--- src/rtl/xbr_pkg.sv ---
package xbr_pkg;
  localparam int CFG_W = 5;

  typedef struct packed {
    logic idle_ins;   // bit 4
    logic idle_len;   // bit 3
    logic spare;      // bit 2
    logic reqo_en;    // bit 1
    logic rel_en;     // bit 0
  } xbr_cfg_t;

  localparam xbr_cfg_t CFG_RST = '{idle_ins: 1'b1, idle_len: 1'b1, spare: 1'b0,
                                   reqo_en: 1'b0, rel_en: 1'b0};
endpackage

--- src/rtl/xbr_cfg_reg.sv ---
module xbr_cfg_reg
  import xbr_pkg::*;
(
  input  logic             clk,
  input  logic             rst,
  input  logic             we,
  input  logic [CFG_W-1:0] wdata,
  output xbr_cfg_t         cfg
);
  always_ff @(posedge clk) begin
    if (rst)     cfg <= CFG_RST;
    else if (we) cfg <= xbr_cfg_t'(wdata);
  end

  // a write shows up in the register on the following cycle
  a_r2_write_lands: assert property (@(posedge clk) disable iff (rst)
    we |=> (cfg == xbr_cfg_t'($past(wdata))));
endmodule

--- src/rtl/xbr_hist.sv ---
module xbr_hist #(
  parameter int AREA_W = 3
) (
  input  logic              clk,
  input  logic              rst,
  input  logic              xfer,
  input  logic [AREA_W-1:0] area,
  input  logic              rd,
  input  logic              idle_ins,
  output logic              need_idle
);
  logic              last_vld;
  logic              last_rd;
  logic [AREA_W-1:0] last_area;

  always_ff @(posedge clk) begin
    if (rst) begin
      last_vld  <= 1'b0;
      last_rd   <= 1'b0;
      last_area <= '0;
    end else if (xfer) begin
      last_vld  <= 1'b1;
      last_rd   <= rd;
      last_area <= area;
    end
  end

  assign need_idle = idle_ins && last_vld && last_rd && rd && (area != last_area);
endmodule

--- src/rtl/xbr_seq.sv ---
module xbr_seq (
  input  logic clk,
  input  logic rst,
  input  logic rel_en,
  input  logic reqo_en,
  input  logic idle_len,
  input  logic acc_req,
  input  logic need_idle,
  input  logic ext_breq,
  input  logic refresh_req,
  output logic acc_go,
  output logic idle_out,
  output logic ext_back,
  output logic ext_breqo
);
  logic idle_more;

  always_ff @(posedge clk) begin
    if (rst) begin
      acc_go    <= 1'b0;
      idle_out  <= 1'b0;
      idle_more <= 1'b0;
      ext_back  <= 1'b0;
      ext_breqo <= 1'b0;
    end else if (ext_back) begin
      if (!ext_breq) begin
        ext_back  <= 1'b0;
        ext_breqo <= 1'b0;
      end else begin
        ext_breqo <= reqo_en && (acc_req || refresh_req);
      end
    end else if (idle_out) begin
      if (idle_more) begin
        idle_more <= 1'b0;
      end else begin
        idle_out <= 1'b0;
        acc_go   <= 1'b1;
      end
    end else if (acc_go) begin
      acc_go <= 1'b0;
    end else if (rel_en && ext_breq) begin
      ext_back <= 1'b1;
    end else if (acc_req) begin
      if (need_idle) begin
        idle_out  <= 1'b1;
        idle_more <= idle_len;
      end else begin
        acc_go <= 1'b1;
      end
    end
  end

  // go lasts a single cycle
  a_r3_go_pulse: assert property (@(posedge clk) disable iff (rst)
    acc_go |=> !acc_go);
  // with release disabled the bus is never handed over
  a_r4_no_grant: assert property (@(posedge clk) disable iff (rst)
    (!rel_en && !ext_back) |=> !ext_back);
  // acknowledge never overlaps an access or an idle
  a_r5_boundary: assert property (@(posedge clk) disable iff (rst)
    ext_back |-> (!acc_go && !idle_out));
  // acknowledge held while the external request stays high
  a_r5_hold: assert property (@(posedge clk) disable iff (rst)
    (ext_back && ext_breq) |=> ext_back);
  // acknowledge is granted only from a free cycle
  a_r5_grant_free: assert property (@(posedge clk) disable iff (rst)
    $rose(ext_back) |-> $past(!acc_go && !idle_out));
  // no access starts in the cycle the acknowledge drops
  a_r6_resume: assert property (@(posedge clk) disable iff (rst)
    $fell(ext_back) |-> !acc_go);
  // request output only while released
  a_r7_breqo: assert property (@(posedge clk) disable iff (rst)
    ext_breqo |-> ext_back);
  // idle never longer than two cycles
  a_r8_idle_max: assert property (@(posedge clk) disable iff (rst)
    (idle_out && $past(idle_out)) |=> !idle_out);
  // one-state idle when the length bit is 0
  a_r8_idle_one: assert property (@(posedge clk) disable iff (rst)
    ($rose(idle_out) && !$past(idle_len)) |=> !idle_out);
  // go follows the idle directly
  a_r8_idle_go: assert property (@(posedge clk) disable iff (rst)
    $fell(idle_out) |-> acc_go);
endmodule

--- src/rtl/xbus_release_ctrl.sv ---
module xbus_release_ctrl
  import xbr_pkg::*;
#(
  parameter int AREA_W = 3
) (
  input  logic              clk,
  input  logic              rst,
  input  logic              cfg_we,
  input  logic [CFG_W-1:0]  cfg_wdata,
  output logic [CFG_W-1:0]  cfg_rdata,
  input  logic              acc_req,
  input  logic [AREA_W-1:0] acc_area,
  input  logic              acc_rd,
  output logic              acc_go,
  output logic              idle_out,
  input  logic              ext_breq,
  output logic              ext_back,
  input  logic              refresh_req,
  output logic              ext_breqo
);
  xbr_cfg_t cfg;
  logic     need_idle;

  xbr_cfg_reg u_cfg (
    .clk   (clk),
    .rst   (rst),
    .we    (cfg_we),
    .wdata (cfg_wdata),
    .cfg   (cfg)
  );

  assign cfg_rdata = cfg;

  xbr_hist #(.AREA_W(AREA_W)) u_hist (
    .clk       (clk),
    .rst       (rst),
    .xfer      (acc_req && acc_go),
    .area      (acc_area),
    .rd        (acc_rd),
    .idle_ins  (cfg.idle_ins),
    .need_idle (need_idle)
  );

  xbr_seq u_seq (
    .clk         (clk),
    .rst         (rst),
    .rel_en      (cfg.rel_en),
    .reqo_en     (cfg.reqo_en),
    .idle_len    (cfg.idle_len),
    .acc_req     (acc_req),
    .need_idle   (need_idle),
    .ext_breq    (ext_breq),
    .refresh_req (refresh_req),
    .acc_go      (acc_go),
    .idle_out    (idle_out),
    .ext_back    (ext_back),
    .ext_breqo   (ext_breqo)
  );
endmodule

--- config.mk ---
export PLATFORM = sky130hd
export DESIGN_NAME = xbus_release_ctrl
export DESIGN_NICKNAME = d
export VERILOG_FILES = /design/src/rtl/xbr_pkg.sv /design/src/rtl/xbr_cfg_reg.sv /design/src/rtl/xbr_hist.sv /design/src/rtl/xbr_seq.sv /design/src/rtl/xbus_release_ctrl.sv
export SDC_FILE = /design/constraint.sdc
export NUM_CORES = 1
export LEC_CHECK = 0
export ABC_AREA = 1
export BUFFER_PORTS_ARGS = -buffer_cell sky130_fd_sc_hd__buf_4
export CAP_MARGIN = 20
export CORE_UTILIZATION = 40
export CTS_BUF_LIST = sky130_fd_sc_hd__clkbuf_8 sky130_fd_sc_hd__clkbuf_16
export DETAILED_ROUTE_END_ITERATION = 10
export MAX_ROUTING_LAYER = met4
export PLACE_DENSITY = 0.66
export SYNTH_ARGS = -nofsm -noshare
export SYNTH_HDL_FRONTEND = slang
export SYNTH_SLANG_ARGS = --single-unit
--- constraint.sdc ---
create_clock -name clk -period 1.3 [get_ports clk]
set_clock_uncertainty 0.1 [all_clocks]
set_input_delay 0.13 -clock clk [delete_from_list [all_inputs] [get_ports clk]]
set_output_delay 0.13 -clock clk [all_outputs]
set_load 0.02 [all_outputs]
## After elaboration in Yosys (flattened, before gate mapping)

Cells that the tools add are included.
Widths: inputs -> output; s select.

| storage, ports and cells | value |
|---|---|
| output and inout bits | 9 |
| input port bits | 15 |
| word-level logic and storage cells | 53 |
| flip-flop bits (word level) | 15 |

| operators by class | value |
|---|---|
| reduce and logical (&&, ||, !) cells | 12 |
| mux-type cells | 23 |
| equality and inequality tests | 4 |
| bitwise gates (word level) | 1 |

Operators by type and width:

| kind | number |
|---|---|
| $mux 1 | 23 |
| $logic_and 1x1->1 | 7 |
| $reduce_and 5->1 | 1 |
| $ne 2x2->1 const B | 2 |
| $reduce_bool 2->1 | 2 |
| $ne 3x3->1 | 1 |
| $ne 2x1->1 const B | 1 |
| $reduce_and 2->1 | 1 |
| $logic_or 1x1->1 | 1 |
| $not 1->1 | 1 |

## Depth between registers and ports, before layout

Gate-level depths: netlist of the first run.

| logic depth | value |
|---|---|
| depth in word-level cells | 9 |
| depth in mapped cells | 10 |
| depth with buffers taken out | 10 |

## Cells and area by module

A second synthesis of the first run with hierarchy kept.

| unflattened totals | value |
|---|---|
| cell total of the unflattened synthesis | 100 |
| area total of the unflattened synthesis | 691.9 sq um |

By module, submodules not included:

| module | sequential area each (sq um) | cells each | times used | area each (sq um) |
|---|---|---|---|---|
| xbr_seq | 100.1 | 35 | 1 | 244.0 |
| xbr_hist | 100.1 | 34 | 1 | 230.2 |
| xbr_cfg_reg | 100.1 | 29 | 1 | 210.2 |
| xbus_release_ctrl | 0.0 | 2 | 1 | 7.5 |

## Least setup slack after synthesis of the first run

No wires, ideal clock.

| timing path | value |
|---|---|
| kind | flip-flop to flip-flop |
| from | register u_seq.acc_go |
| to | register u_seq.idle_more |
| cell stages (with the launch flop) | 9 |
| slack | 0.132 ns |
| library setup time | 0.114 ns |
| data required time | 1.086 ns |
| path buffers | 0 |
| period minus slack after synthesis | 1.168 ns |
| arrival | 0.954 ns |
| path through | dfxtp_1 > inv_2 > nand2_2 > nor2_4 > nand3_2 > nand2_2 > nand2_2 > nor2_1 > nor2_2 |

| on the way | value |
|---|---|
| cells in the longest elaborated chain, start to end | 2 |

RTL lines:

| element | RTL line | RTL |
|---|---|---|
| from (decl) | xbr_seq.sv:11 | `output logic acc_go,` |
| from (signal assigned) | xbr_seq.sv:20 | `acc_go <= 1'b0;` |
| from (signal assigned) | xbr_seq.sv:37 | `acc_go <= 1'b1;` |
| from (signal assigned) | xbr_seq.sv:40 | `acc_go <= 1'b0;` |
| $ne 2x2->1 (no line) | -- |  |
| $reduce_and 5->1 (no line) | -- |  |
| to (signal assigned) | xbr_seq.sv:46 | `idle_more <= idle_len;` |
| to (decl) | xbr_seq.sv:16 | `logic idle_more;` |

Every way passes these cells.
A chain may end at the register's enable or synchronous reset.

## Final worst setup path of the first run

Same ends and word-level chain as after synthesis.

==> impl_metrics.tcl, run 1 <==
set metrics [dict create \
    synth-main-ff-cell "dfxtp_1" \
    crit_slowest_cell "dfxtp_1" \
    crit_top_cell "nand2_2" \
    fp.dieW_um 44.0 \
    h-tree-depth 1 \
    clkTransAtPathRegs_ps 60 \
    switching_share 0.251 \
    fin_crit_ps 1170 \
    overflow 0 \
    worst_slew_pin_slew_ps 212 \
    antenna_found_initial 0 \
    drt-total-wl_mm 1.41 \
    clockPowerShare 0.355 \
    hold_viol_final 1 \
    worstPathCellList "inv_2 -> nand2_2 -> nor2_4 -> nand3_2 -> nand2_2 -> nand2_2 -> nor2_1 -> nor2_2" \
    avgRoutedWirePerCell_um 10.4 \
    leakage_nw 0.434 \
    numCtsBuffers 3 \
    fmax_mhz 857 \
    syn_inst 96 \
    grt_max_degree 12 \
    setup_viol 0 \
    clockBufferDepth 2 \
    maxCapViolCount 0 \
    synth-seq-cells 15 \
    ys_seq_area_frac 0.426 \
    power.density_mw_per_mm2 1120 \
    ctsHoldBuffers 2 \
    failed_checks "negative hold slack" \
    cp.depth 8 \
    post-place-cells 130 \
    fillers 161 \
    vias 649 \
    synthMostInstantiatedCell "nand2_1" \
    fin_crit_sh 0.898 \
    via_per_inst 4.77 \
    required_ps 1340 \
    die_y_um 44.0 \
    power.switching_uw 258 \
    routed.top_layer "met4" \
    track_usage 0.170 \
    finalNonFillerCells 136 \
    synth-edff-count 0 \
    syn-num-nets 111 \
    io_pins 24 \
    clkLatencyLatePin_ps 240 \
    design.core.area_mm2 0.00158 \
    met2_length_um 634 \
    cp_top_family "simple AND/OR/NAND/NOR gates" \
    yosysTopAreaCell "dfxtp_1" \
    outcome "finished, violations left" \
    synth_area_leaders "dfxtp_1, nand2_1, nor2_1, inv_1, a21oi_1" \
    drc_errors 0 \
    cp.arrival_ps 1210 \
    p_seq_frac 0.487 \
    rr_startpoint "u_seq.acc_go" \
    start_util 0.447 \
    ctsResizeCount 0 \
    routabilityCongestion 0.762 \
    firstDrtPassIters 4 \
    fin_setup_tns_ps 0 \
    timing.hold.ws_ps -2.15 \
    post-dp-hpwl_mm 1.02 \
    synthTopCellsByCount "nand2_1, dfxtp_1, nor2_1" \
    post_cts_buffers 0 \
    synth_top_area_frac 0.426 \
    cp_slowest_stage_delay_ps 340 \
    postRouteAntennaNets 0 \
    synth.distinct_cells 19 \
    p_int_uw 771 \
    io_buffers 23 \
    comb_power_share 0.158 \
    reg2reg_slack_ps 130 \
    async_flop_share 0 \
    route.met3.wl_um 65 \
    yosysWarnings 0 \
    critical_path_buf_inv_count 1 \
    grt_pass1_vias 561 \
    areaGrowthSynthToFinish_pct 30.7 \
    rr_worst_depth 8 \
    rsz0062_at_grt "false" \
    holdPathEnd "u_cfg.cfg[3]" \
    slew_headroom 0.858 \
    worst-path-max-fanout 4 \
    worst_r2r_endpoint "u_seq.idle_more" \
    maxSlewViolCount 0 \
    wl_met1_um 705 \
    cp-end-kind "flop" \
    die_area_mm2 0.00193 \
    cts.sinks 15 \
    peakVddDrop_mv 0.807 \
    whs_path_depth 3 \
    initialDrtViolationCount 4 \
    cts_tree "yes" \
    fin_nets 136 \
    synth.avg_cell_area_um2 7.34 \
    num_rows 14 \
    drive_gt1_frac 0.308 \
    diodes 0 \
    min_path_type "input pin to flop" \
    critical_path_class "flop to flop" \
    syn_area_um2 704 \
    worstHoldStart "cfg_wdata[3]" \
    cp-start-kind "flop" \
    grt_pass1_wl_mm 2.31 \
    cts_root_buf "clkbuf_8" \
]
[layout by cell type, fill, tap and decap left out]
cell type	instances
o211ai_1	1
nand2_2	3
nand2_1	18
o21ai_0	7
nor2_4	2
dfxtp_1	15
nor2_2	1
nor2_1	14
nand3_2	2
a21oi_1	7
a31oi_1	1
clkbuf_8	3
xnor2_1	1
buf_4	23
inv_1	11
dlygate4sd3_1	2
nand3_1	3
o21ai_1	2
inv_2	3
o2111ai_1	1
[how the worst max path moves through the flow]
stage / start / end / slack [ps]
2_1_floorplan: u_seq.acc_go / u_seq.idle_more / 130
3_3_place_gp: u_cfg.cfg[4] / u_seq.idle_more / 170
3_5_place_dp: u_seq.acc_go / u_seq.idle_more / 150
4_1_cts: u_cfg.cfg[4] / u_seq.idle_more / 140
5_1_grt: u_cfg.cfg[4] / u_seq.idle_more / 30
6_report: u_seq.acc_go / u_seq.idle_more / 130
[tightest hold or removal path, cell delays in order]
cell	delay, ps
buf_4	70
a21oi_1	50
o21ai_0	60
[power groups by stage]
stage	logic [mW]	clock network, mW	registers, mW
finish	0.163	0.365	0.501
detailed placement	0.159	0	0.510
global placement	0.156	0	0.510
CTS	0.164	0.379	0.501
floorplan	0.0933	0	0.515
global route	0.181	0.397	0.504
[registers in the layout (all words and copies together) (netlist names)]
name	cells
u_cfg.cfg	5
u_hist.last_area	3
u_hist.last_rd	1
u_hist.last_vld	1
u_seq.acc_go	1
u_seq.ext_back	1
u_seq.ext_breqo	1
u_seq.idle_more	1
u_seq.idle_out	1
[cells by family (layout without fill, tap and decap cells)]
kind of cell,after synthesis,in the layout,synth area share
compound gates,19,19,0.146
xor+xnor,1,1,0.0124
buf+inv,18,42,0.128
flops,15,15,0.426
simple gates,43,43,0.288
[layer usage]
metal / up-vias / track usage
met3: 2 / 0.0375
met2: 17 / 0.248
met4: 0 / 0.0909
met5: - / -
li1: 347 / -
met1: 283 / 0.217
[cell type report]
class / instances / area (um2) / area share
multi-input combinational: 63 / 314 / 0.341
sequential: 15 / 300 / 0.326
timing repair buffer: 25 / 193 / 0.209
inverter: 13 / 48.8 / 0.0530
clock buffer: 3 / 41.3 / 0.0448
tap: 16 / 20.0 / 0.0217
clock inverter: 1 / 3.75 / 0.00408
[through the flow]
step / setup WS (ps) / power [mW] / cell area, um2 / util
global placement: 170 / 0.666 / 856 / 0.543
global route: 27.6 / 1.08 / 921 / 0.584
floorplan: 132 / 0.608 / 704 / -
finish: 133 / 1.03 / 921 / 0.584
detailed placement: 153 / 0.669 / 856 / 0.543
CTS: 135 / 1.04 / 921 / 0.584
Power figures use the tool's default switching activity.
==> run 2: changes to the inputs <==
- PLACE_DENSITY: 0.66 -> 0.65
==> impl_metrics.tcl, run 2 (synthesis results as in run 1) <==
set metrics [dict create \
    setup_viol 0 \
    postRouteAntennaNets 0 \
    fillers 160 \
    outcome "complete, no violations" \
    initialDrtViolationCount 12 \
    cts.sinks 15 \
    overflow 0 \
    reg_top3 "u_cfg.cfg: 5 flops, u_hist.last_area: 3 flops" \
    power.density_mw_per_mm2 1110 \
    num_rows 14 \
    maxSlewViolCount 0 \
    fin_area_um2 931 \
    via_per_inst 4.82 \
    fp.dieW_um 44.0 \
    post-dp-hpwl_mm 1.05 \
    leakage_nw 0.438 \
    dpl_cell_area_um2 856 \
    h-tree-depth 1 \
    numCtsBuffers 3 \
    utilization 0.590 \
    cp-start-kind "input pin" \
    maxCapViolCount 0 \
    areaGrowthSynthToFinish_pct 32.1 \
    worst-path-max-fanout 11 \
    grt_pass1_vias 565 \
    critical_path_class "input pin to flop" \
    layout_common_cells "buf_4, nand2_1, dfxtp_1" \
    fin_setup_tns_ps 0 \
    routabilityCongestion 0.778 \
    vias 660 \
    drc_errors 0 \
    avgRoutedWirePerCell_um 10.1 \
    drt-total-wl_mm 1.38 \
    grt_max_degree 12 \
    required_ps 1370 \
    design.core.area_mm2 0.00158 \
    io_pins 24 \
    fin_crit_sh 0.896 \
    regMostFlops "u_cfg.cfg" \
    firstDrtPassIters 6 \
    start_util 0.447 \
    track_usage 0.160 \
    cp.arrival_ps 1240 \
    antenna_found_initial 0 \
    fin_crit_ps 1170 \
    critical_path_buf_inv_count 3 \
    clkLatencyLatePin_ps 240 \
    p_total_mw 1.04 \
    grt_pass1_wl_mm 2.21 \
    crit_slowest_cell "dlygate4sd3_1" \
    diodes 0 \
    cp_slowest_stage_delay_ps 540 \
    largest_register_ffs 5 \
    die_area_mm2 0.00193 \
    cts_root_buf "clkbuf_8" \
    min_path_type "input pin to flop" \
    fmax_mhz 858 \
    slew_headroom 0.867 \
    hold_viol_final 0 \
    peakVddDrop_mv 0.920 \
    clockBufferDepth 2 \
    fin_nets 137 \
    die_y_um 44.0 \
    cts_tree "yes" \
    io_buffers 23 \
    drive_gt1_frac 0.306 \
    cp_top_family "buffers and inverters" \
    worst_slew_pin_slew_ps 199 \
    clkTransAtPathRegs_ps 60 \
    worstPathCellList "dlygate4sd3_1 -> buf_4 -> inv_2 -> o21ai_0 -> a31oi_1" \
    final_common_cell "buf_4" \
    rsz0062_at_grt "false" \
    cp-end-kind "flop" \
]
run 2: timing repair:
item	4_1_cts	5_1_grt
buffers inserted	0	0
endpoints found under the hold margin	5	0
gates resized for setup	0	0
hold buffers	3	0
run 2: path summary, 6_finish.rpt:
| kind | to | slack, ps | from | cells past startpoint |
|---|---|---|---|---|
| min reg2reg | u_seq.ext_breqo | 370 | u_seq.ext_breqo | 2 |
| max | u_seq.acc_go | 130 | rst | 5 |
| min | u_cfg.cfg[0] | 5 | cfg_wdata[0] | 3 |
| max reg2reg | u_seq.idle_more | 150 | u_cfg.cfg[4] | 7 |
run 2: area by class of cell:
cell class | instances | area [um2] | area share
timing repair buffer | 26 | 203 | 0.218
tap | 16 | 20.0 | 0.0215
multi-input combinational | 63 | 314 | 0.337
sequential | 15 | 300 | 0.323
inverter | 13 | 48.8 | 0.0524
clock buffer | 3 | 41.3 | 0.0444
clock inverter | 1 | 3.75 | 0.00403
run 2: routing by layer:
| metal | track usage | share of wire | vias up |
|---|---|---|---|
| met5 | - | 0 | - |
| met3 | 0.0500 | 0.050 | 0 |
| met1 | 0.200 | 0.50 | 293 |
| li1 | - | - | 350 |
| met2 | 0.245 | 0.45 | 17 |
| met4 | 0.0545 | 0 | 0 |
run 2: worst min-delay path: stages:
cell and delay, ps:
buf_4 80, nor2_1 30, nor2_1 80
run 2: through the flow:
stage | instances | setup slack, ps | hold WS [ps]
final | 137 | 135 | 5.36
after global routing | 137 | 49.9 | 11.9
after CTS | 137 | 147 | 5.63
after detailed placement | 130 | 161 | 244
after global placement | 130 | 166 | 238
after floorplan | 96 | 132 | 99.1
run 2: power by group:
group,switching [mW],leakage (nW),internal [mW],total [mW]
clock,0.163,0.0269,0.209,0.372
sequential,0.0158,0.123,0.484,0.500
combinational,0.0859,0.288,0.0799,0.166
==> run 3: changes to the inputs <==
- PLACE_DENSITY: 0.65 -> 0.71
==> impl_metrics.tcl, run 3 (synthesis results as in run 1) <==
set metrics [dict create \
    outcome "complete, no violations" \
    finalNonFillerCells 137 \
    p_seq_frac 0.484 \
    power.density_mw_per_mm2 1110 \
    overflow 0 \
    slew_headroom 0.871 \
    routabilityCongestion 0.818 \
    h-tree-depth 1 \
    rsz0062_at_grt "false" \
    die_y_um 44.0 \
    cts_tree "yes" \
    grt_pass1_wl_mm 2.56 \
    drive_gt1_frac 0.306 \
    antenna_found_initial 0 \
    utilization 0.590 \
    final_common_cell "buf_4" \
    clockPowerShare 0.355 \
    cp-end-kind "flop" \
    num_rows 14 \
    grt_pass1_vias 635 \
    p_int_uw 773 \
    diodes 0 \
    ff_latch_area_um2 300 \
    fillers 153 \
    clkTransAtPathRegs_ps 60 \
    critical_path_class "flop to flop" \
    io_pins 24 \
    peakVddDrop_mv 0.744 \
    fin_crit_sh 0.900 \
    numCtsBuffers 3 \
    worst_slew_pin_slew_ps 194 \
    worstPathCellList "inv_2 -> nand2_2 -> nor2_4 -> nand3_2 -> nand2_2 -> nand2_2 -> nor2_1 -> nor2_2" \
    fin_crit_ps 1170 \
    maxCapViolCount 0 \
    start_util 0.447 \
    largest_register_ffs 5 \
    clockBufferDepth 2 \
    initialDrtViolationCount 14 \
    design.core.area_mm2 0.00158 \
    avgRoutedWirePerCell_um 10.5 \
    leakage_nw 0.438 \
    fmax_mhz 855 \
    cp.arrival_ps 1210 \
    maxSlewViolCount 0 \
    reg_top3 "u_cfg.cfg: 5 flops, u_hist.last_area: 3 flops" \
    crit_top_cell "nand2_2" \
    drc_errors 0 \
    fin_setup_tns_ps 0 \
    ctsResizeCount 0 \
    post_cts_buffers 0 \
    switching_share 0.253 \
    worst-path-max-fanout 4 \
    postRouteAntennaNets 0 \
    fin_area_um2 931 \
    cts.sinks 15 \
    layout_common_cells "buf_4, nand2_1, dfxtp_1" \
    areaGrowthSynthToFinish_pct 32.1 \
    setup_viol 0 \
    crit_slowest_cell "dfxtp_1" \
    track_usage 0.191 \
    die_area_mm2 0.00193 \
    power.switching_uw 262 \
    post-place-cells 130 \
    drt-total-wl_mm 1.44 \
    cts_root_buf "clkbuf_8" \
    comb_power_share 0.161 \
    hold_viol_final 0 \
    clkLatencyLatePin_ps 240 \
    fin_nets 137 \
    post-dp-hpwl_mm 1.06 \
    vias 655 \
    via_per_inst 4.78 \
    cp-start-kind "flop" \
    min_path_type "input pin to flop" \
    multi_input_area_um2 314 \
    cp_slowest_stage_delay_ps 340 \
    timing.hold.ws_ps 11.1 \
    regMostFlops "u_cfg.cfg" \
    firstDrtPassIters 6 \
    grt_max_degree 12 \
    required_ps 1340 \
    io_buffers 23 \
    dpl_cell_area_um2 856 \
    fp.dieW_um 44.0 \
]
run 3: cell counts in the layout (fill, tap and decap cells not counted):
Identical to the previous run, type by type.
run 3: critical path: cells and delay by family, from the launching register on:
family	cells	cell delay (ps)
buf+inv	1	70
flops	1	340
simple gates	7	550
run 3: area by class of cell:
class                   instances  area share
clock inverters                 1     0.00403
multi-input cells              63       0.337
clock buffers                   3      0.0444
flip-flops and latches         15       0.323
well taps                      16      0.0215
inverters                      13      0.0524
repair buffers                 26       0.218
run 3: timing repair:
action,in CTS,in global routing
hold buffers,3,0
endpoints found under the hold margin,5,0
endpoints found under the setup margin,0,0
run 3: layer usage:
metal	part of all wire	vias to the layer above	global-route usage
met5	0	-	-
met4	0	0	0.0727
met3	0.062	0	0.0833
met2	0.48	19	0.296
met1	0.46	286	0.216
li1	-	350	-
run 3: power by group through the flow:
stage / clock network, mW / registers [mW] / logic, mW
final: 0.367 / 0.501 / 0.167
after global routing: 0.403 / 0.504 / 0.187
after CTS: 0.381 / 0.500 / 0.168
after detailed placement: 0 / 0.510 / 0.160
after global placement: 0 / 0.510 / 0.157
after floorplan: 0 / 0.515 / 0.0933
run 3: metrics by stage:
step	setup WS, ps	power (mW)
floorplan	132	0.608
global placement	178	0.666
detailed placement	139	0.670
CTS	125	1.05
global route	35.7	1.09
finish	131	1.03
run 3: path summary, 6_finish.rpt:
path	from	endpoint	slack, ps	depth (start not counted)
worst min register to register	u_hist.last_area[0]	u_hist.last_area[0]	370	2
worst max register to register	u_seq.acc_go	u_seq.idle_more	130	8
worst max-delay path	u_seq.acc_go	u_seq.idle_more	130	8
worst min-delay path	cfg_wdata[1]	u_cfg.cfg[1]	10	3
